==> config.mk <==
export PLATFORM = sky130hd
export DESIGN_NAME = gpio_irq_status
export DESIGN_NICKNAME = d
export VERILOG_FILES = /design/src/rtl/gis_pkg.sv /design/src/rtl/gis_edge_detect.sv /design/src/rtl/gis_pin_cell.sv /design/src/rtl/gis_notify_fsm.sv /design/src/rtl/gpio_irq_status.sv
export SDC_FILE = /design/constraint.sdc
export NUM_CORES = 1
export LEC_CHECK = 0
export BUFFER_PORTS_ARGS = -buffer_cell sky130_fd_sc_hd__buf_4
export CELL_PAD_IN_SITES_DETAIL_PLACEMENT = 2
export CELL_PAD_IN_SITES_GLOBAL_PLACEMENT = 2
export CORE_UTILIZATION = 26
export DETAILED_ROUTE_END_ITERATION = 6
export PLACE_DENSITY = 0.83
export REMOVE_ABC_BUFFERS = 1
export SLEW_MARGIN = 30
export SYNTH_ARGS = -nofsm -noshare
export SYNTH_HDL_FRONTEND = slang
export SYNTH_HIERARCHICAL = 1
export SYNTH_SLANG_ARGS = --single-unit
==> constraint.sdc <==
create_clock -name clk_i -period 4.9 [get_ports clk_i]
set_input_delay 0.98 -clock clk_i [delete_from_list [all_inputs] [get_ports clk_i]]
set_output_delay 0.98 -clock clk_i [all_outputs]
set_load 0.01 [all_outputs]
==> src/rtl/gis_pkg.sv <==
package gis_pkg;

    typedef enum logic [1:0] {
        NTF_IDLE     = 2'd0,
        NTF_ASSERT   = 2'd1,
        NTF_RENOTIFY = 2'd2
    } ntf_state_t;

    typedef enum logic [1:0] {
        PM_OUT    = 2'd0,
        PM_STICKY = 2'd1,
        PM_LIVE   = 2'd2,
        PM_NOTIFY = 2'd3
    } pin_mode_t;

endpackage

==> src/rtl/gis_edge_detect.sv <==
module gis_edge_detect #(
    parameter int W = 5
) (
    input  logic         clk_i,
    input  logic         rst_i,
    input  logic [W-1:0] lvl_i,
    output logic [W-1:0] rise_o
);

    logic [W-1:0] lvl_q;

    always_ff @(posedge clk_i) begin
        if (rst_i) lvl_q <= '0;
        else       lvl_q <= lvl_i;
    end

    assign rise_o = lvl_i & ~lvl_q;

endmodule

==> src/rtl/gis_pin_cell.sv <==
module gis_pin_cell
    import gis_pkg::*;
#(
    parameter bit IS_NOTIFY = 1'b0
) (
    input  logic clk_i,
    input  logic rst_i,
    input  logic dir_out_i,
    input  logic sticky_i,
    input  logic irq_en_i,
    input  logic pin_i,
    input  logic rise_i,
    input  logic wr_i,
    input  logic wr_bit_i,
    input  logic notify_lvl_i,
    output logic stat_o,
    output logic out_o,
    output logic oe_o,
    output logic evt_o,
    output logic pend_nxt_o
);

    pin_mode_t mode;
    logic      bit_q;
    logic      bit_d;
    logic      wr_clr;

    assign wr_clr = wr_i & ~wr_bit_i;

    generate
        if (IS_NOTIFY) begin : g_notify
            assign mode = PM_NOTIFY;
        end else begin : g_gpio
            always_comb begin
                if (dir_out_i)     mode = PM_OUT;
                else if (sticky_i) mode = PM_STICKY;
                else               mode = PM_LIVE;
            end
        end
    endgenerate

    always_comb begin
        unique case (mode)
            PM_OUT:    bit_d = wr_i ? wr_bit_i : bit_q;
            PM_STICKY: bit_d = (bit_q & ~wr_clr) | rise_i;
            PM_LIVE:   bit_d = pin_i;
            PM_NOTIFY: bit_d = 1'b0;
            default:   bit_d = 1'b0;
        endcase
    end

    always_ff @(posedge clk_i) begin
        if (rst_i) bit_q <= 1'b0;
        else       bit_q <= bit_d;
    end

    always_comb begin
        unique case (mode)
            PM_OUT: begin
                stat_o = bit_q;
                out_o  = bit_q;
                oe_o   = 1'b1;
            end
            PM_STICKY: begin
                stat_o = bit_q;
                out_o  = 1'b0;
                oe_o   = 1'b0;
            end
            PM_LIVE: begin
                stat_o = pin_i;
                out_o  = 1'b0;
                oe_o   = 1'b0;
            end
            PM_NOTIFY: begin
                stat_o = notify_lvl_i;
                out_o  = notify_lvl_i;
                oe_o   = 1'b1;
            end
            default: begin
                stat_o = 1'b0;
                out_o  = 1'b0;
                oe_o   = 1'b0;
            end
        endcase
    end

    assign evt_o      = (mode == PM_STICKY) & irq_en_i & rise_i;
    assign pend_nxt_o = (mode == PM_STICKY) & irq_en_i & bit_d;


    sticky_set_chk: assert property (@(posedge clk_i) disable iff (rst_i)
        (mode == PM_STICKY && rise_i) |=> bit_q);


    sticky_hold_chk: assert property (@(posedge clk_i) disable iff (rst_i)
        (mode == PM_STICKY && bit_q && !wr_clr) |=> bit_q);


    out_write_chk: assert property (@(posedge clk_i) disable iff (rst_i)
        (mode == PM_OUT && wr_i) |=> (bit_q == $past(wr_bit_i)));

endmodule

==> src/rtl/gis_notify_fsm.sv <==
module gis_notify_fsm
    import gis_pkg::*;
(
    input  logic clk_i,
    input  logic rst_i,
    input  logic evt_i,
    input  logic clr_int_i,
    input  logic pend_nxt_i,
    input  logic tick_i,
    output logic pin_o
);

    ntf_state_t st_q;
    ntf_state_t st_d;

    always_ff @(posedge clk_i) begin
        if (rst_i) st_q <= NTF_IDLE;
        else       st_q <= st_d;
    end

    always_comb begin
        st_d = st_q;
        unique case (st_q)
            NTF_IDLE: begin
                if (evt_i) st_d = NTF_ASSERT;
            end
            NTF_ASSERT: begin
                if (clr_int_i) st_d = pend_nxt_i ? NTF_RENOTIFY : NTF_IDLE;
            end
            NTF_RENOTIFY: begin
                if (clr_int_i && !pend_nxt_i) st_d = NTF_IDLE;
                else if (tick_i)              st_d = NTF_ASSERT;
            end
            default: st_d = NTF_IDLE;
        endcase
    end

    always_comb begin
        unique case (st_q)
            NTF_ASSERT: pin_o = 1'b1;
            default:    pin_o = 1'b0;
        endcase
    end


    idle_raise_chk: assert property (@(posedge clk_i) disable iff (rst_i)
        (st_q == NTF_IDLE && evt_i) |=> pin_o);


    renotify_exit_chk: assert property (@(posedge clk_i) disable iff (rst_i)
        (st_q == NTF_RENOTIFY && tick_i && !(clr_int_i && !pend_nxt_i)) |=> (st_q == NTF_ASSERT));


    ack_drop_chk: assert property (@(posedge clk_i) disable iff (rst_i)
        (st_q == NTF_ASSERT && clr_int_i) |=> !pin_o);

endmodule

==> src/rtl/gpio_irq_status.sv <==
module gpio_irq_status
    import gis_pkg::*;
#(
    parameter int N_PINS     = 5,
    parameter int N_AUX      = 2,
    parameter int NOTIFY_IDX = 4
) (
    input  logic                          clk_i,
    input  logic                          rst_i,
    input  logic                          scl_tick_i,
    input  logic                          wr_en_i,
    input  logic [N_PINS+N_AUX:0]         wr_data_i,
    output logic [N_PINS+N_AUX:0]         rd_data_o,
    input  logic [N_PINS-1:0]             dir_out_i,
    input  logic [N_PINS-1:0]             sticky_en_i,
    input  logic [N_PINS-1:0]             irq_en_i,
    input  logic [N_PINS-1:0]             pin_i,
    input  logic [N_AUX-1:0]              aux_set_i,
    output logic [N_PINS-1:0]             pin_o,
    output logic [N_PINS-1:0]             pin_oe_o
);

    localparam int REG_W   = 1 + N_AUX + N_PINS;
    localparam int INT_BIT = REG_W - 1;
    localparam int AUX_LO  = N_PINS;

    logic [N_PINS-1:0] rise;
    logic [N_PINS-1:0] evt;
    logic [N_PINS-1:0] pend_nxt;
    logic [N_PINS-1:0] gps_rd;
    logic [N_AUX-1:0]  aux_q;
    logic [N_AUX-1:0]  aux_clr;
    logic              int_q;
    logic              clr_int;
    logic              evt_any;
    logic              pend_any;
    logic              notify_lvl;

    gis_edge_detect #(.W(N_PINS)) edge_i (
        .clk_i  (clk_i),
        .rst_i  (rst_i),
        .lvl_i  (pin_i),
        .rise_o (rise)
    );

    for (genvar i = 0; i < N_PINS; i++) begin : g_pin
        gis_pin_cell #(.IS_NOTIFY(i == NOTIFY_IDX)) cell_i (
            .clk_i        (clk_i),
            .rst_i        (rst_i),
            .dir_out_i    (dir_out_i[i]),
            .sticky_i     (sticky_en_i[i]),
            .irq_en_i     (irq_en_i[i]),
            .pin_i        (pin_i[i]),
            .rise_i       (rise[i]),
            .wr_i         (wr_en_i),
            .wr_bit_i     (wr_data_i[N_PINS-1-i]),
            .notify_lvl_i (notify_lvl),
            .stat_o       (gps_rd[N_PINS-1-i]),
            .out_o        (pin_o[i]),
            .oe_o         (pin_oe_o[i]),
            .evt_o        (evt[i]),
            .pend_nxt_o   (pend_nxt[i])
        );
    end

    assign evt_any  = |evt;
    assign pend_any = |pend_nxt;
    assign clr_int  = wr_en_i & ~wr_data_i[INT_BIT];
    assign aux_clr  = wr_en_i ? ~wr_data_i[AUX_LO +: N_AUX] : '0;

    always_ff @(posedge clk_i) begin
        if (rst_i) begin
            int_q <= 1'b0;
            aux_q <= '0;
        end else begin
            int_q <= evt_any | (clr_int & pend_any) | (int_q & ~clr_int);
            aux_q <= (aux_q & ~aux_clr) | aux_set_i;
        end
    end

    gis_notify_fsm fsm_i (
        .clk_i      (clk_i),
        .rst_i      (rst_i),
        .evt_i      (evt_any),
        .clr_int_i  (clr_int),
        .pend_nxt_i (pend_any),
        .tick_i     (scl_tick_i),
        .pin_o      (notify_lvl)
    );

    assign rd_data_o = {int_q, aux_q, gps_rd};


    int_set_chk: assert property (@(posedge clk_i) disable iff (rst_i)
        evt_any |=> int_q);


    int_w1_chk: assert property (@(posedge clk_i) disable iff (rst_i)
        (int_q && wr_en_i && wr_data_i[INT_BIT]) |=> int_q);


    aux_w1_chk: assert property (@(posedge clk_i) disable iff (rst_i)
        (wr_en_i && (&wr_data_i[AUX_LO +: N_AUX])) |=> ((aux_q & $past(aux_q)) == $past(aux_q)));


    notify_oe_chk: assert property (@(posedge clk_i) disable iff (rst_i)
        pin_oe_o[NOTIFY_IDX] && (pin_o[NOTIFY_IDX] == rd_data_o[N_PINS-1-NOTIFY_IDX]));

endmodule

======== Word level (Yosys, flattened, before mapping) ========
Index checks and enable logic that the tools add are counted.
storage, ports and cells
  register bits ........................... 13
  input port bits ......................... 34
  word-level logic and storage cells ...... 128
  output and inout bits ................... 18
cells by class
  eq/ne operators ......................... 17
  bitwise operators ....................... 45
  multiplexer cells ....................... 36
  reduce and logical (&&, ||, !) cells .... 22
operator list
  operator                                                                 number
  2-bit two-way mux                                                        14
  1-bit one-hot mux with 3 select lines                                    8
  2-bit OR reduction                                                       12
  1-bit bitwise AND                                                        23
  2-bit == test, second input constant                                     9
  1-bit one-hot mux with 4 select lines                                    4
  2-bit by 1-bit == test with 1-bit output, second input constant          5
  2-bit logical NOT                                                        5
  1-bit inverter                                                           10
  1-bit one-hot mux with 2 select lines                                    4
  4-bit OR reduction                                                       2
  1-bit bitwise OR                                                         6
  2-bit one-hot mux with 3 select lines                                    1
  1-bit two-way mux                                                        5
  4-bit bitwise AND                                                        1
  2-bit inequality test, second input constant                             2
  2-bit inverter                                                           2
  4-bit inverter                                                           1
  3-bit by 2-bit inequality test with 1-bit output, second input constant  1
  3-bit AND reduction                                                      1
  2-bit bitwise AND                                                        1
  2-bit bitwise OR                                                         1
  1-bit logical AND                                                        1
  1-bit logical NOT                                                        1

======== Longest topological paths before layout ========
Gate-level depths: netlist of the first run.
  word-level depth ........................ 12
  gate-level depth with buffers ........... 10
  gate-level depth less buffers ........... 10

======== Cells and area by module ========
Netlist of the first run, hierarchy kept.
by module, submodules not included
  module                               seq. area each (µm²)  area an instance (µm²)  times used  cells an instance
  gis_pin_cell at g_pin[0].cell_i ...  20.0                  166.4                   4           23
  gis_edge_detect                      100.1                 162.7                   1           15
  gpio_irq_status                      60.1                  160.2                   1           20
  gis_notify_fsm                       40.0                  101.3                   1           12
  gis_pin_cell at g_pin[4].cell_i      0.0                   45.0                    1           7

======== Least setup slack after synthesis of the first run ========
Ideal clock, no wire load.
  path type ............................... input-to-output
  start ................................... input port dir_out_i[0]
  end ..................................... output port pin_o[0]
  stages on the path ...................... 4
  arrival ................................. 1.807 ns
  setup slack ............................. 2.113 ns
  path buffers ............................ 0
  required time ........................... 3.920 ns
  path through ............................ and2b_1 inv_1 ha_1 o21ai_0
on the way
  word-level cells in the longest chain between the ends .. 4
  elaborated cells on any way between the ends .. 7
  classes of those cells .................. 3 x eq/ne; 2 x mux; 2 x reduce/logical
RTL lines
  element                                                                    line                   text
  start: declaration                                                         gpio_irq_status.sv:14  input logic [N_PINS-1:0] dir_out_i,
  2-bit two-way mux *                                                        gis_pin_cell.sv:35     if (dir_out_i) mode = PM_OUT;
  2-bit == test or 2-bit by 1-bit == test with 1-bit output (tied branches)  gis_pin_cell.sv:58     unique case (mode)
  2-bit OR reduction (no line)                                               -
  1-bit one-hot mux with 3 select lines *                                    gis_pin_cell.sv:58
  end: declaration                                                           gpio_irq_status.sv:19  output logic [N_PINS-1:0] pin_o,
Every way passes the cells marked *; elsewhere a longest branch is shown, timed or not.

======== Worst setup path after layout of the first run ========
  start ................................... input port dir_out_i[3]
  end ..................................... output port pin_o[3]
Same word-level chain as after synthesis.

==> impl_metrics.xml, run 1 <==
<?xml version="1.0" encoding="UTF-8"?>
<metrics>
  <group name="cts">
    <metric name="clock_tree.buffer_depth" unit="">2</metric>
    <metric name="htreeDepth" unit="">1</metric>
    <metric name="numCtsBuffers" unit="">3</metric>
    <metric name="post_cts_resize_count" unit="">0</metric>
    <metric name="worst_skew_pair.late_latency" unit="ns">0.25</metric>
    <metric name="postCtsSetupRepairBufs" unit="">0</metric>
    <metric name="reg_clk_slew_reported_paths" unit="ns">0.06</metric>
    <metric name="cts_hold_buffers" unit="">0</metric>
    <metric name="root_buffer" unit="">sky130_fd_sc_hd__clkbuf_8</metric>
    <metric name="cts.sinks" unit="">13</metric>
    <metric name="cts_tree" unit="">done</metric>
  </group>
  <group name="die">
    <metric name="design.core.area" unit="mm²">0.00403</metric>
    <metric name="die_area" unit="mm²">0.00450</metric>
    <metric name="rows" unit="">23</metric>
    <metric name="top_level_ports" unit="">52</metric>
    <metric name="die_h" unit="µm">67.1</metric>
    <metric name="initial_utilization" unit="">0.274</metric>
    <metric name="die_x" unit="µm">67.1</metric>
  </group>
  <group name="routing">
    <metric name="detail_route.vias_per_cell" unit="">4.87</metric>
    <metric name="detail_route.wl_per_cell" unit="µm">14.3</metric>
    <metric name="firstDrtPassIters" unit="">4</metric>
    <metric name="vias" unit="">1154</metric>
    <metric name="detailedRoute.firstIterationViolations" unit="">21</metric>
    <metric name="routed_wl" unit="µm">3400</metric>
    <metric name="ant_nets" unit="">0</metric>
    <metric name="detail_route.drc_violations" unit="">0</metric>
  </group>
  <group name="yosys">
    <metric name="syn_avg_cell_area" unit="µm²">7.71</metric>
    <metric name="synth.yosys.warnings" unit="">6</metric>
    <metric name="synth.cell_area" unit="mm²">0.00110</metric>
    <metric name="synth_cells" unit="">143</metric>
  </group>
  <group name="global_routing">
    <metric name="grt_pass1_vias" unit="">1263</metric>
    <metric name="grt_max_degree" unit="">14</metric>
    <metric name="grt_pass1_wl" unit="µm">5710</metric>
    <metric name="grt.total_usage" unit="">0.171</metric>
    <metric name="grt_antenna_before_repair" unit="">0</metric>
    <metric name="grt_overflow" unit="">0</metric>
  </group>
  <group name="placement">
    <metric name="detailed_place_hpwl" unit="µm">2840</metric>
    <metric name="place.port_buffers" unit="">45</metric>
    <metric name="place.detailed.instances" unit="">233</metric>
    <metric name="place_worst_setup_slack" unit="ns">1.79</metric>
    <metric name="place_congestion" unit="">0.810</metric>
  </group>
  <group name="final_layout">
    <metric name="area_growth_syn_to_layout" unit="%">36.7</metric>
    <metric name="final_net_count" unit="">230</metric>
    <metric name="antennaDiodeCount" unit="">0</metric>
    <metric name="fillerInstances" unit="">498</metric>
    <metric name="fin_cells" unit="">237</metric>
    <metric name="layout_cells_sized_above_1" unit="">0.310</metric>
    <metric name="final_core_util" unit="">0.374</metric>
  </group>
  <group name="power_and_ir_drop">
    <metric name="p_leak" unit="µW">0.000709</metric>
    <metric name="ir_worst_vdd" unit="µV">122</metric>
    <metric name="internal_pwr_total" unit="µW">229</metric>
    <metric name="switching_share" unit="">0.311</metric>
    <metric name="net-switching-power" unit="µW">103</metric>
    <metric name="power.share.clock" unit="">0.304</metric>
    <metric name="power_frac_comb" unit="">0.337</metric>
    <metric name="power.density_cell_area" unit="mW/mm²">220</metric>
    <metric name="sequentialPowerShare" unit="">0.359</metric>
  </group>
  <group name="sta">
    <metric name="max_clock_freq" unit="MHz">328</metric>
    <metric name="setup-tns-final" unit="ns">0</metric>
    <metric name="setup_ws" unit="ns">1.85</metric>
    <metric name="min_cycle_time_layout" unit="ns">3.05</metric>
    <metric name="final.hold.worst_slack" unit="ns">0.488</metric>
    <metric name="hold_vio_cnt_final" unit="">0</metric>
    <metric name="worst_clock_skew" unit="ns">0.000598</metric>
    <metric name="layout_worst_path_cycle_share" unit="">0.623</metric>
    <metric name="final-max-slew-violation-count" unit="">0</metric>
    <metric name="grt_setup_unrepaired" unit="">false</metric>
    <metric name="setup_viol_count_final" unit="">0</metric>
  </group>
  <group name="worst_setup_path">
    <metric name="worstPathArrival" unit="ns">2.07</metric>
    <metric name="slowest_stage_cell_on_the_critical_path" unit="">sky130_fd_sc_hd__and2b_1</metric>
    <metric name="crit_fanout" unit="">5</metric>
    <metric name="cp-start-kind" unit="">input port</metric>
    <metric name="cp_common_cell" unit="">sky130_fd_sc_hd__buf_4</metric>
    <metric name="cp_slowest_stage_delay" unit="ns">0.30</metric>
    <metric name="end_kind" unit="">output pin</metric>
    <metric name="required_time_reported_for_the_critical_path_endpoint" unit="ns">3.92</metric>
    <metric name="criticalPathCategory" unit="">in2out</metric>
    <metric name="timing.critical_path.cells" unit="">buf_4 &gt; and2b_1 &gt; inv_1 &gt; ha_1 &gt; o21ai_0 &gt; buf_4</metric>
  </group>
  <group name="run_status">
    <metric name="status" unit="">completed</metric>
  </group>
  <group name="job">
    <metric name="timing.max_cap.violations" unit="">0</metric>
  </group>
  <group name="hold_path">
    <metric name="hold_path.class" unit="">reg2reg</metric>
  </group>
</metrics>
-- power by group through the flow --
stage | registers (µW) | logic (µW) | clock network, µW
after floorplan | 121 | 56.8 | 0
after global placement | 121 | 108 | 0
after detailed placement | 122 | 113 | 0
after CTS | 120 | 114 | 105
after global routing | 120 | 125 | 109
final | 119 | 112 | 101
-- final cells by class --
cell class                 count  area (µm²)  share of cell area
sequential                    13         260               0.173
tap                           50        62.6              0.0415
clock buffer                   4        45.0              0.0299
inverter                      12        45.0              0.0299
multi-input combinational    113         756               0.502
timing repair buffer          45         338               0.224
-- cell usage in the layout, fill, tap and decap left out, types with 4 or more instances in the layout --
cell type and n:
sky130_fd_sc_hd__nand2_1 18, sky130_fd_sc_hd__and2b_1 5, sky130_fd_sc_hd__and3_1 4, sky130_fd_sc_hd__nor2_1 9, sky130_fd_sc_hd__ha_1 8, sky130_fd_sc_hd__o21ai_0 4
sky130_fd_sc_hd__mux2i_1 4, sky130_fd_sc_hd__a311oi_2 4, sky130_fd_sc_hd__nor2b_1 9, sky130_fd_sc_hd__or3b_1 4, sky130_fd_sc_hd__and2_1 4, sky130_fd_sc_hd__nor3_1 11
sky130_fd_sc_hd__dfxtp_1 13, sky130_fd_sc_hd__inv_1 12, sky130_fd_sc_hd__o22a_1 4, sky130_fd_sc_hd__nor3b_1 4, sky130_fd_sc_hd__or2_2 4, sky130_fd_sc_hd__buf_4 45
-- per-layer routing --
metal / wire length [µm] / global-route usage / vias up
met5: 0 / 0 / -
met4: 25 / 0.0479 / 0
met3: 165 / 0.0308 / 4
met2: 1770 / 0.321 / 31
met1: 1440 / 0.192 / 552
li1: - / - / 567
-- worst max-delay path, delay by kind of cell --
kind                       cells  cell delay (ns)
adders and majority gates      1             0.24
AOI/OAI and AO/OA              1             0.21
buffers and inverters          3             0.34
and+or+nand+nor                1             0.30
-- worst paths after layout --
| check | cells past startpoint | slack [ns] | to | startpoint |
|---|---|---|---|---|
| min reg2reg | 2 | 0.49 | aux_q[1] | aux_q[1] |
| max | 6 | 1.85 | pin_o[3] | dir_out_i[3] |
| max reg2reg | 9 | 2.76 | fsm_i/st_q[0] | edge_i/lvl_q[1] |
| min | 2 | 0.49 | aux_q[1] | aux_q[1] |
-- registers in the layout, indices dropped and copies added (netlist names) --
signal	cells
edge_i/lvl_q	4
int_q	1
aux_q	2
g_pin.cell_i/bit_q	4
fsm_i/st_q	2
-- through the flow --
step                area (µm²)  total power [µW]
global placement          1460               228
finish                    1510               332
CTS                       1510               339
detailed placement        1460               235
floorplan                 1060               177
global route              1510               354
Power figures use the tool's default switching activity.
==> run 2, diff against run 1 <==
--- a/config.mk
+++ b/config.mk
@@ -5,12 +5,13 @@
 export SDC_FILE = /design/constraint.sdc
 export NUM_CORES = 1
 export LEC_CHECK = 0
+export ABC_AREA = 1
 export BUFFER_PORTS_ARGS = -buffer_cell sky130_fd_sc_hd__buf_4
 export CELL_PAD_IN_SITES_DETAIL_PLACEMENT = 2
 export CELL_PAD_IN_SITES_GLOBAL_PLACEMENT = 2
-export CORE_UTILIZATION = 26
+export CORE_UTILIZATION = 21
 export DETAILED_ROUTE_END_ITERATION = 6
-export PLACE_DENSITY = 0.83
+export PLACE_DENSITY = 0.77
 export REMOVE_ABC_BUFFERS = 1
 export SLEW_MARGIN = 30
 export SYNTH_ARGS = -nofsm -noshare
==> constraint.sdc (replaced) <==
create_clock -name clk_i -period 2.44 [get_ports clk_i]
set_input_delay 0.488 -clock clk_i [delete_from_list [all_inputs] [get_ports clk_i]]
set_output_delay 0.488 -clock clk_i [all_outputs]
set_load 0.01 [all_outputs]
==> run 2 against run 1 <==
  * Cell area grew 6.2%
  * Hold slack lost 0.013 ns
  * Count of clock-buffer cells in the layout is the same
  * Largest power group is now combinational cells
  * Via count grew 11%
  * Final cell count grew 30%
  * Register-to-register slack lost 1.8 ns
  * Sequential power grew 120%
  * Utilization shrank 6.6 points
  * Area after synthesis grew 4.9%
  * Routed wire length shrank 6.2%
  * Setup slack lost 1.3 ns
  * Critical path type unchanged
  * Clock skew is essentially flat
==> impl_metrics.xml, run 2 <==
<?xml version="1.0" encoding="UTF-8"?>
<metrics>
  <group name="final_layout">
    <metric name="antennaDiodeCount" unit="">0</metric>
    <metric name="fin_cells" unit="">309</metric>
    <metric name="layout_cells_sized_above_1" unit="">0.301</metric>
    <metric name="reg_top3" unit="">edge_i/lvl_q (4), g_pin.cell_i/bit_q (4)</metric>
    <metric name="fillerInstances" unit="">663</metric>
    <metric name="layout_common_cells" unit="">sky130_fd_sc_hd__nand2_1, sky130_fd_sc_hd__buf_4, sky130_fd_sc_hd__inv_1</metric>
    <metric name="area_occupied_by_multi_input_gates" unit="µm²">689</metric>
    <metric name="final_net_count" unit="">282</metric>
    <metric name="area_growth_syn_to_layout" unit="%">38.4</metric>
    <metric name="mostFrequentLayoutCell" unit="">sky130_fd_sc_hd__nand2_1</metric>
    <metric name="sequential_cell_area" unit="µm²">260</metric>
  </group>
  <group name="cts">
    <metric name="clock_tree.buffer_depth" unit="">2</metric>
    <metric name="post_cts_resize_count" unit="">0</metric>
    <metric name="cts.sinks" unit="">13</metric>
    <metric name="postCtsSetupRepairBufs" unit="">0</metric>
    <metric name="numCtsBuffers" unit="">3</metric>
    <metric name="cts_hold_buffers" unit="">0</metric>
    <metric name="htreeDepth" unit="">1</metric>
    <metric name="reg_clk_slew_reported_paths" unit="ns">0.06</metric>
    <metric name="root_buffer" unit="">sky130_fd_sc_hd__clkbuf_8</metric>
    <metric name="worst_skew_pair.late_latency" unit="ns">0.24</metric>
    <metric name="cts_tree" unit="">done</metric>
  </group>
  <group name="routing">
    <metric name="firstDrtPassIters" unit="">3</metric>
    <metric name="detail_route.drc_violations" unit="">0</metric>
    <metric name="detailedRoute.firstIterationViolations" unit="">21</metric>
    <metric name="detail_route.wl_per_cell" unit="µm">10.3</metric>
    <metric name="routed_wl" unit="µm">3190</metric>
    <metric name="detail_route.vias_per_cell" unit="">4.13</metric>
    <metric name="vias" unit="">1276</metric>
    <metric name="ant_nets" unit="">0</metric>
  </group>
  <group name="worst_setup_path">
    <metric name="worstPathArrival" unit="ns">1.40</metric>
    <metric name="reg2regPathDepth" unit="">14</metric>
    <metric name="required_time_reported_for_the_critical_path_endpoint" unit="ns">1.95</metric>
    <metric name="end_kind" unit="">output pin</metric>
    <metric name="reg2reg_setup_slack" unit="ns">0.93</metric>
    <metric name="crit_fanout" unit="">3</metric>
    <metric name="cp-start-kind" unit="">input port</metric>
    <metric name="criticalPathCategory" unit="">in2out</metric>
  </group>
  <group name="hold_path">
    <metric name="hold_depth" unit="">2</metric>
    <metric name="hold_path.class" unit="">reg2reg</metric>
  </group>
  <group name="sta">
    <metric name="setup_viol_count_final" unit="">0</metric>
    <metric name="final.hold.worst_slack" unit="ns">0.475</metric>
    <metric name="grt_setup_unrepaired" unit="">false</metric>
    <metric name="max_clock_freq" unit="MHz">528</metric>
    <metric name="hold_vio_cnt_final" unit="">0</metric>
    <metric name="min_cycle_time_layout" unit="ns">1.89</metric>
    <metric name="final-max-slew-violation-count" unit="">0</metric>
    <metric name="worst_clock_skew" unit="ns">0.000755</metric>
    <metric name="layout_worst_path_cycle_share" unit="">0.776</metric>
    <metric name="setup-tns-final" unit="ns">0</metric>
  </group>
  <group name="yosys">
    <metric name="synth_cells" unit="">193</metric>
    <metric name="synth.cell_area" unit="mm²">0.00116</metric>
    <metric name="synth.yosys.warnings" unit="">6</metric>
    <metric name="syn_avg_cell_area" unit="µm²">5.99</metric>
  </group>
  <group name="die">
    <metric name="top_level_ports" unit="">52</metric>
    <metric name="design.core.area" unit="mm²">0.00520</metric>
    <metric name="die_h" unit="µm">76.2</metric>
    <metric name="die_area" unit="mm²">0.00581</metric>
    <metric name="initial_utilization" unit="">0.222</metric>
    <metric name="die_x" unit="µm">76.2</metric>
    <metric name="rows" unit="">26</metric>
  </group>
  <group name="job">
    <metric name="timing.max_cap.violations" unit="">0</metric>
  </group>
  <group name="global_routing">
    <metric name="grt_max_degree" unit="">14</metric>
    <metric name="grt_overflow" unit="">0</metric>
    <metric name="grt_pass1_wl" unit="µm">5390</metric>
    <metric name="grt.total_usage" unit="">0.113</metric>
    <metric name="grt_pass1_vias" unit="">1289</metric>
    <metric name="grt_antenna_before_repair" unit="">0</metric>
  </group>
  <group name="run_status">
    <metric name="status" unit="">completed</metric>
  </group>
  <group name="placement">
    <metric name="place_congestion" unit="">0.698</metric>
    <metric name="place.port_buffers" unit="">45</metric>
    <metric name="detailed_place_hpwl" unit="µm">2780</metric>
    <metric name="place.detailed.instances" unit="">305</metric>
  </group>
  <group name="power_and_ir_drop">
    <metric name="ir_worst_vdd" unit="µV">216</metric>
    <metric name="p_leak" unit="µW">0.000870</metric>
    <metric name="power.density_cell_area" unit="mW/mm²">517</metric>
    <metric name="report.power.total" unit="µW">828</metric>
  </group>
</metrics>
## run 2: worst max-delay path, cell delays in order
cell	delay [ns]
sky130_fd_sc_hd__buf_4	0.13
sky130_fd_sc_hd__nor2_2	0.16
sky130_fd_sc_hd__inv_1	0.09
sky130_fd_sc_hd__ha_1	0.21
sky130_fd_sc_hd__inv_1	0.08
sky130_fd_sc_hd__nand3_1	0.07
sky130_fd_sc_hd__nand2_1	0.06
sky130_fd_sc_hd__buf_4	0.11
## run 2: final timing paths
check / from / to
worst max-delay path: dir_out_i[1] / pin_o[1]
worst min-delay path: aux_q[1] / aux_q[1]
worst max register to register: edge_i/lvl_q[3] / fsm_i/st_q[0]
worst min register to register: aux_q[1] / aux_q[1]
## run 2: per-layer routing
layer,part of all wire,GRT usage,vias to the layer above
met5,0,0,-
met4,0.014,0.0404,0
met3,0.047,0.0216,5
met2,0.50,0.206,32
met1,0.44,0.131,576
li1,-,-,663
## run 2: report_power, final
part | internal (µW) | switching, µW
clock network | 115 | 81.6
logic | 167 | 202
registers | 240 | 21.1
## run 2: metrics by stage
stage | worst slack (ns) | area (µm²) | util
floorplan | 0.565 | 1110 | -
global placement | 0.343 | 1560 | 0.299
detailed placement | 0.295 | 1560 | 0.299
CTS | 0.519 | 1600 | 0.307
global route | 0.403 | 1600 | 0.307
finish | 0.548 | 1600 | 0.307
## run 2: final cells by class
cell class	count	share of cell area
multi-input combinational	131	0.431
clock buffer	4	0.0281
sequential	13	0.163
inverter	44	0.103
tap	70	0.0547
timing repair buffer	47	0.220
==> run 3, diff against run 2 <==
--- a/config.mk
+++ b/config.mk
@@ -5,13 +5,13 @@
 export SDC_FILE = /design/constraint.sdc
 export NUM_CORES = 1
 export LEC_CHECK = 0
-export ABC_AREA = 1
+export ABC_AREA = 0
 export BUFFER_PORTS_ARGS = -buffer_cell sky130_fd_sc_hd__buf_4
 export CELL_PAD_IN_SITES_DETAIL_PLACEMENT = 2
 export CELL_PAD_IN_SITES_GLOBAL_PLACEMENT = 2
-export CORE_UTILIZATION = 21
+export CORE_UTILIZATION = 22
 export DETAILED_ROUTE_END_ITERATION = 6
-export PLACE_DENSITY = 0.77
+export PLACE_DENSITY = 0.75
 export REMOVE_ABC_BUFFERS = 1
 export SLEW_MARGIN = 30
 export SYNTH_ARGS = -nofsm -noshare
==> constraint.sdc (replaced) <==
create_clock -name clk_i -period 1.5 [get_ports clk_i]
set_input_delay 0.3 -clock clk_i [delete_from_list [all_inputs] [get_ports clk_i]]
set_output_delay 0.3 -clock clk_i [all_outputs]
set_load 0.01 [all_outputs]
==> run 3 against run 2 <==
  * The run now ends with setup timing left
  * First-iteration DRC count grew 130%
  * Count of clock-buffer cells in the layout is the same
  * Power grew 59%
  * Final cell count shrank 6.8%
  * Combinational power grew 60%
  * Cell area grew 30%
  * Die area shrank 8.8%
  * Register-to-register slack lost 1.5 ns
  * Sequential cell count is the same
  * Critical path depth grew 1
  * Global-route usage grew 8.1 points
  * Critical endpoint is now fsm_i/st_q[0]
  * Largest power group unchanged
  * Highest routed layer unchanged
==> impl_metrics.xml, run 3 (synthesized netlist as in run 1, its figures left out) <==
<?xml version="1.0" encoding="UTF-8"?>
<metrics>
  <group name="die">
    <metric name="die_area" unit="mm²">0.00530</metric>
    <metric name="die_h" unit="µm">72.8</metric>
    <metric name="initial_utilization" unit="">0.230</metric>
    <metric name="rows" unit="">25</metric>
    <metric name="top_level_ports" unit="">52</metric>
    <metric name="design.core.area" unit="mm²">0.00479</metric>
    <metric name="die_x" unit="µm">72.8</metric>
  </group>
  <group name="routing">
    <metric name="detailedRoute.firstIterationViolations" unit="">49</metric>
    <metric name="routed_wl" unit="µm">5020</metric>
    <metric name="firstDrtPassIters" unit="">3</metric>
    <metric name="detail_route.drc_violations" unit="">0</metric>
    <metric name="vias" unit="">1330</metric>
    <metric name="detail_route.wl_per_cell" unit="µm">17.4</metric>
    <metric name="ant_nets" unit="">0</metric>
    <metric name="detail_route.vias_per_cell" unit="">4.62</metric>
  </group>
  <group name="global_routing">
    <metric name="grt.total_usage" unit="">0.195</metric>
    <metric name="grt_pass1_vias" unit="">1541</metric>
    <metric name="grt_max_degree" unit="">14</metric>
    <metric name="grt_antenna_before_repair" unit="">0</metric>
    <metric name="grt_overflow" unit="">0</metric>
    <metric name="grt_pass1_wl" unit="µm">7760</metric>
  </group>
  <group name="job">
    <metric name="timing.max_cap.violations" unit="">0</metric>
  </group>
  <group name="sta">
    <metric name="final-max-slew-violation-count" unit="">0</metric>
    <metric name="timing.slew.headroom" unit="">0.635</metric>
    <metric name="min_cycle_time_layout" unit="ns">2.10</metric>
    <metric name="setup_viol_count_final" unit="">13</metric>
    <metric name="grt_setup_unrepaired" unit="">true</metric>
    <metric name="setup-tns-final" unit="ns">-3.03</metric>
    <metric name="setup_ws" unit="ns">-0.604</metric>
    <metric name="tightestPinTransition" unit="ns">0.547</metric>
    <metric name="max_clock_freq" unit="MHz">475</metric>
    <metric name="worst_clock_skew" unit="ns">0.00383</metric>
    <metric name="hold_vio_cnt_final" unit="">0</metric>
    <metric name="layout_worst_path_cycle_share" unit="">1.40</metric>
  </group>
  <group name="power_and_ir_drop">
    <metric name="power.density_cell_area" unit="mW/mm²">632</metric>
    <metric name="net-switching-power" unit="µW">429</metric>
    <metric name="switching_share" unit="">0.327</metric>
    <metric name="internal_pwr_total" unit="µW">883</metric>
    <metric name="sequentialPowerShare" unit="">0.297</metric>
    <metric name="power.share.clock" unit="">0.253</metric>
    <metric name="ir_worst_vdd" unit="µV">287</metric>
    <metric name="power_frac_comb" unit="">0.450</metric>
    <metric name="p_leak" unit="µW">0.000939</metric>
  </group>
  <group name="placement">
    <metric name="place.detailed.instances" unit="">275</metric>
    <metric name="place_congestion" unit="">0.723</metric>
    <metric name="place_worst_setup_slack" unit="ns">-0.887</metric>
    <metric name="detailed_place_hpwl" unit="µm">3270</metric>
    <metric name="place.port_buffers" unit="">45</metric>
  </group>
  <group name="final_layout">
    <metric name="mostFrequentLayoutCell" unit="">sky130_fd_sc_hd__buf_4</metric>
    <metric name="final_core_util" unit="">0.434</metric>
    <metric name="layout_common_cells" unit="">sky130_fd_sc_hd__buf_4, sky130_fd_sc_hd__buf_6, sky130_fd_sc_hd__nand2_1, sky130_fd_sc_hd__dfxtp_1</metric>
    <metric name="sequential_cell_area" unit="µm²">262</metric>
    <metric name="final_net_count" unit="">264</metric>
    <metric name="layout_cells_sized_above_1" unit="">0.561</metric>
    <metric name="antennaDiodeCount" unit="">0</metric>
    <metric name="reg_top3" unit="">edge_i/lvl_q (4), g_pin.cell_i/bit_q (4)</metric>
    <metric name="area_growth_syn_to_layout" unit="%">88.3</metric>
    <metric name="fin_cells" unit="">288</metric>
    <metric name="fillerInstances" unit="">542</metric>
    <metric name="area_occupied_by_multi_input_gates" unit="µm²">968</metric>
  </group>
  <group name="cts">
    <metric name="cts_tree" unit="">done</metric>
    <metric name="htreeDepth" unit="">1</metric>
    <metric name="reg_clk_slew_reported_paths" unit="ns">0.06</metric>
    <metric name="worst_skew_pair.late_latency" unit="ns">0.25</metric>
    <metric name="numCtsBuffers" unit="">3</metric>
    <metric name="cts.sinks" unit="">13</metric>
    <metric name="clock_tree.buffer_depth" unit="">2</metric>
    <metric name="root_buffer" unit="">sky130_fd_sc_hd__clkbuf_8</metric>
  </group>
  <group name="worst_setup_path">
    <metric name="worstPathArrival" unit="ns">2.24</metric>
    <metric name="cp-start-kind" unit="">register</metric>
    <metric name="crit_fanout" unit="">3</metric>
    <metric name="end_kind" unit="">register</metric>
    <metric name="criticalPathCategory" unit="">reg2reg</metric>
    <metric name="required_time_reported_for_the_critical_path_endpoint" unit="ns">1.63</metric>
  </group>
  <group name="run_status">
    <metric name="status" unit="">finished, violations left</metric>
    <metric name="failed_checks" unit="">setup timing</metric>
  </group>
  <group name="hold_path">
    <metric name="hold_path.class" unit="">in2reg</metric>
  </group>
</metrics>
## run 3: cell count changes in the layout (fill, tap and decap cells not counted), sizes merged, moves of 5 or more
cell and change:
nand2 -35, nor2b +9, nor2 -22, a311oi +5
inv -31, buf +32, nand3 -7, and2b +6
a21oi -13, nor3 +11
## run 3: power by group through the flow
| stage | combinational [µW] | clock (µW) | sequential, µW |
|---|---|---|---|
| after floorplan | 185 | 0 | 394 |
| after global placement | 420 | 0 | 389 |
| after detailed placement | 441 | 0 | 392 |
| after CTS | 527 | 335 | 386 |
| after global routing | 632 | 360 | 391 |
| final | 591 | 332 | 389 |
## run 3: metal layers
metal,part of all wire,GRT usage,wire [µm],vias to the layer above
met5,0,0,0,-
met4,0.0052,0.0283,26,0
met3,0.030,0.0387,153,5
met2,0.54,0.373,2720,25
met1,0.42,0.226,2130,663
li1,-,-,-,637
## run 3: worst paths after layout
check / start / endpoint / slack (ns) / cells after the start
setup reg to reg: edge_i/lvl_q[3] / fsm_i/st_q[0] / -0.60 / 9
setup / recovery: edge_i/lvl_q[3] / fsm_i/st_q[0] / -0.60 / 9
hold / removal: aux_set_i[1] / aux_q[1] / 0.26 / 3
hold reg to reg: aux_q[1] / aux_q[1] / 0.50 / 2
## run 3: what timing repair did
action	in CTS	in global routing
hold endpoints to repair	0	0
pin swaps	17	9
buffers inserted	7	5
resized for setup	53	19
setup endpoints to repair	11	15
hold buffers	0	0
## run 3: worst max-delay path: stages (launching register included)
cell and delay, ns:
sky130_fd_sc_hd__dfxtp_2 0.34, sky130_fd_sc_hd__nor2b_4 0.05, sky130_fd_sc_hd__or3b_4 0.41, sky130_fd_sc_hd__a311oi_4 0.32
sky130_fd_sc_hd__nor3_2 0.10, sky130_fd_sc_hd__nor3_2 0.22, sky130_fd_sc_hd__nand2_1 0.10, sky130_fd_sc_hd__nand2b_4 0.17
sky130_fd_sc_hd__a311oi_4 0.23, sky130_fd_sc_hd__nor3_2 0.07
## run 3: per-stage QoR
step / total power (µW) / cell area [µm²] / hold WS, ns
finish: 1310 / 2080 / 0.257
global route: 1380 / 2080 / 0.259
CTS: 1250 / 1960 / 0.261
detailed placement: 833 / 1670 / 0.487
global placement: 809 / 1670 / 0.474
floorplan: 579 / 1060 / 0.369
## run 3: layout make-up
type | count | area share
multi-input combinational | 113 | 0.467
tap | 67 | 0.0404
inverter | 12 | 0.0217
timing repair buffer | 79 | 0.324
sequential | 13 | 0.126
clock buffer | 4 | 0.0217
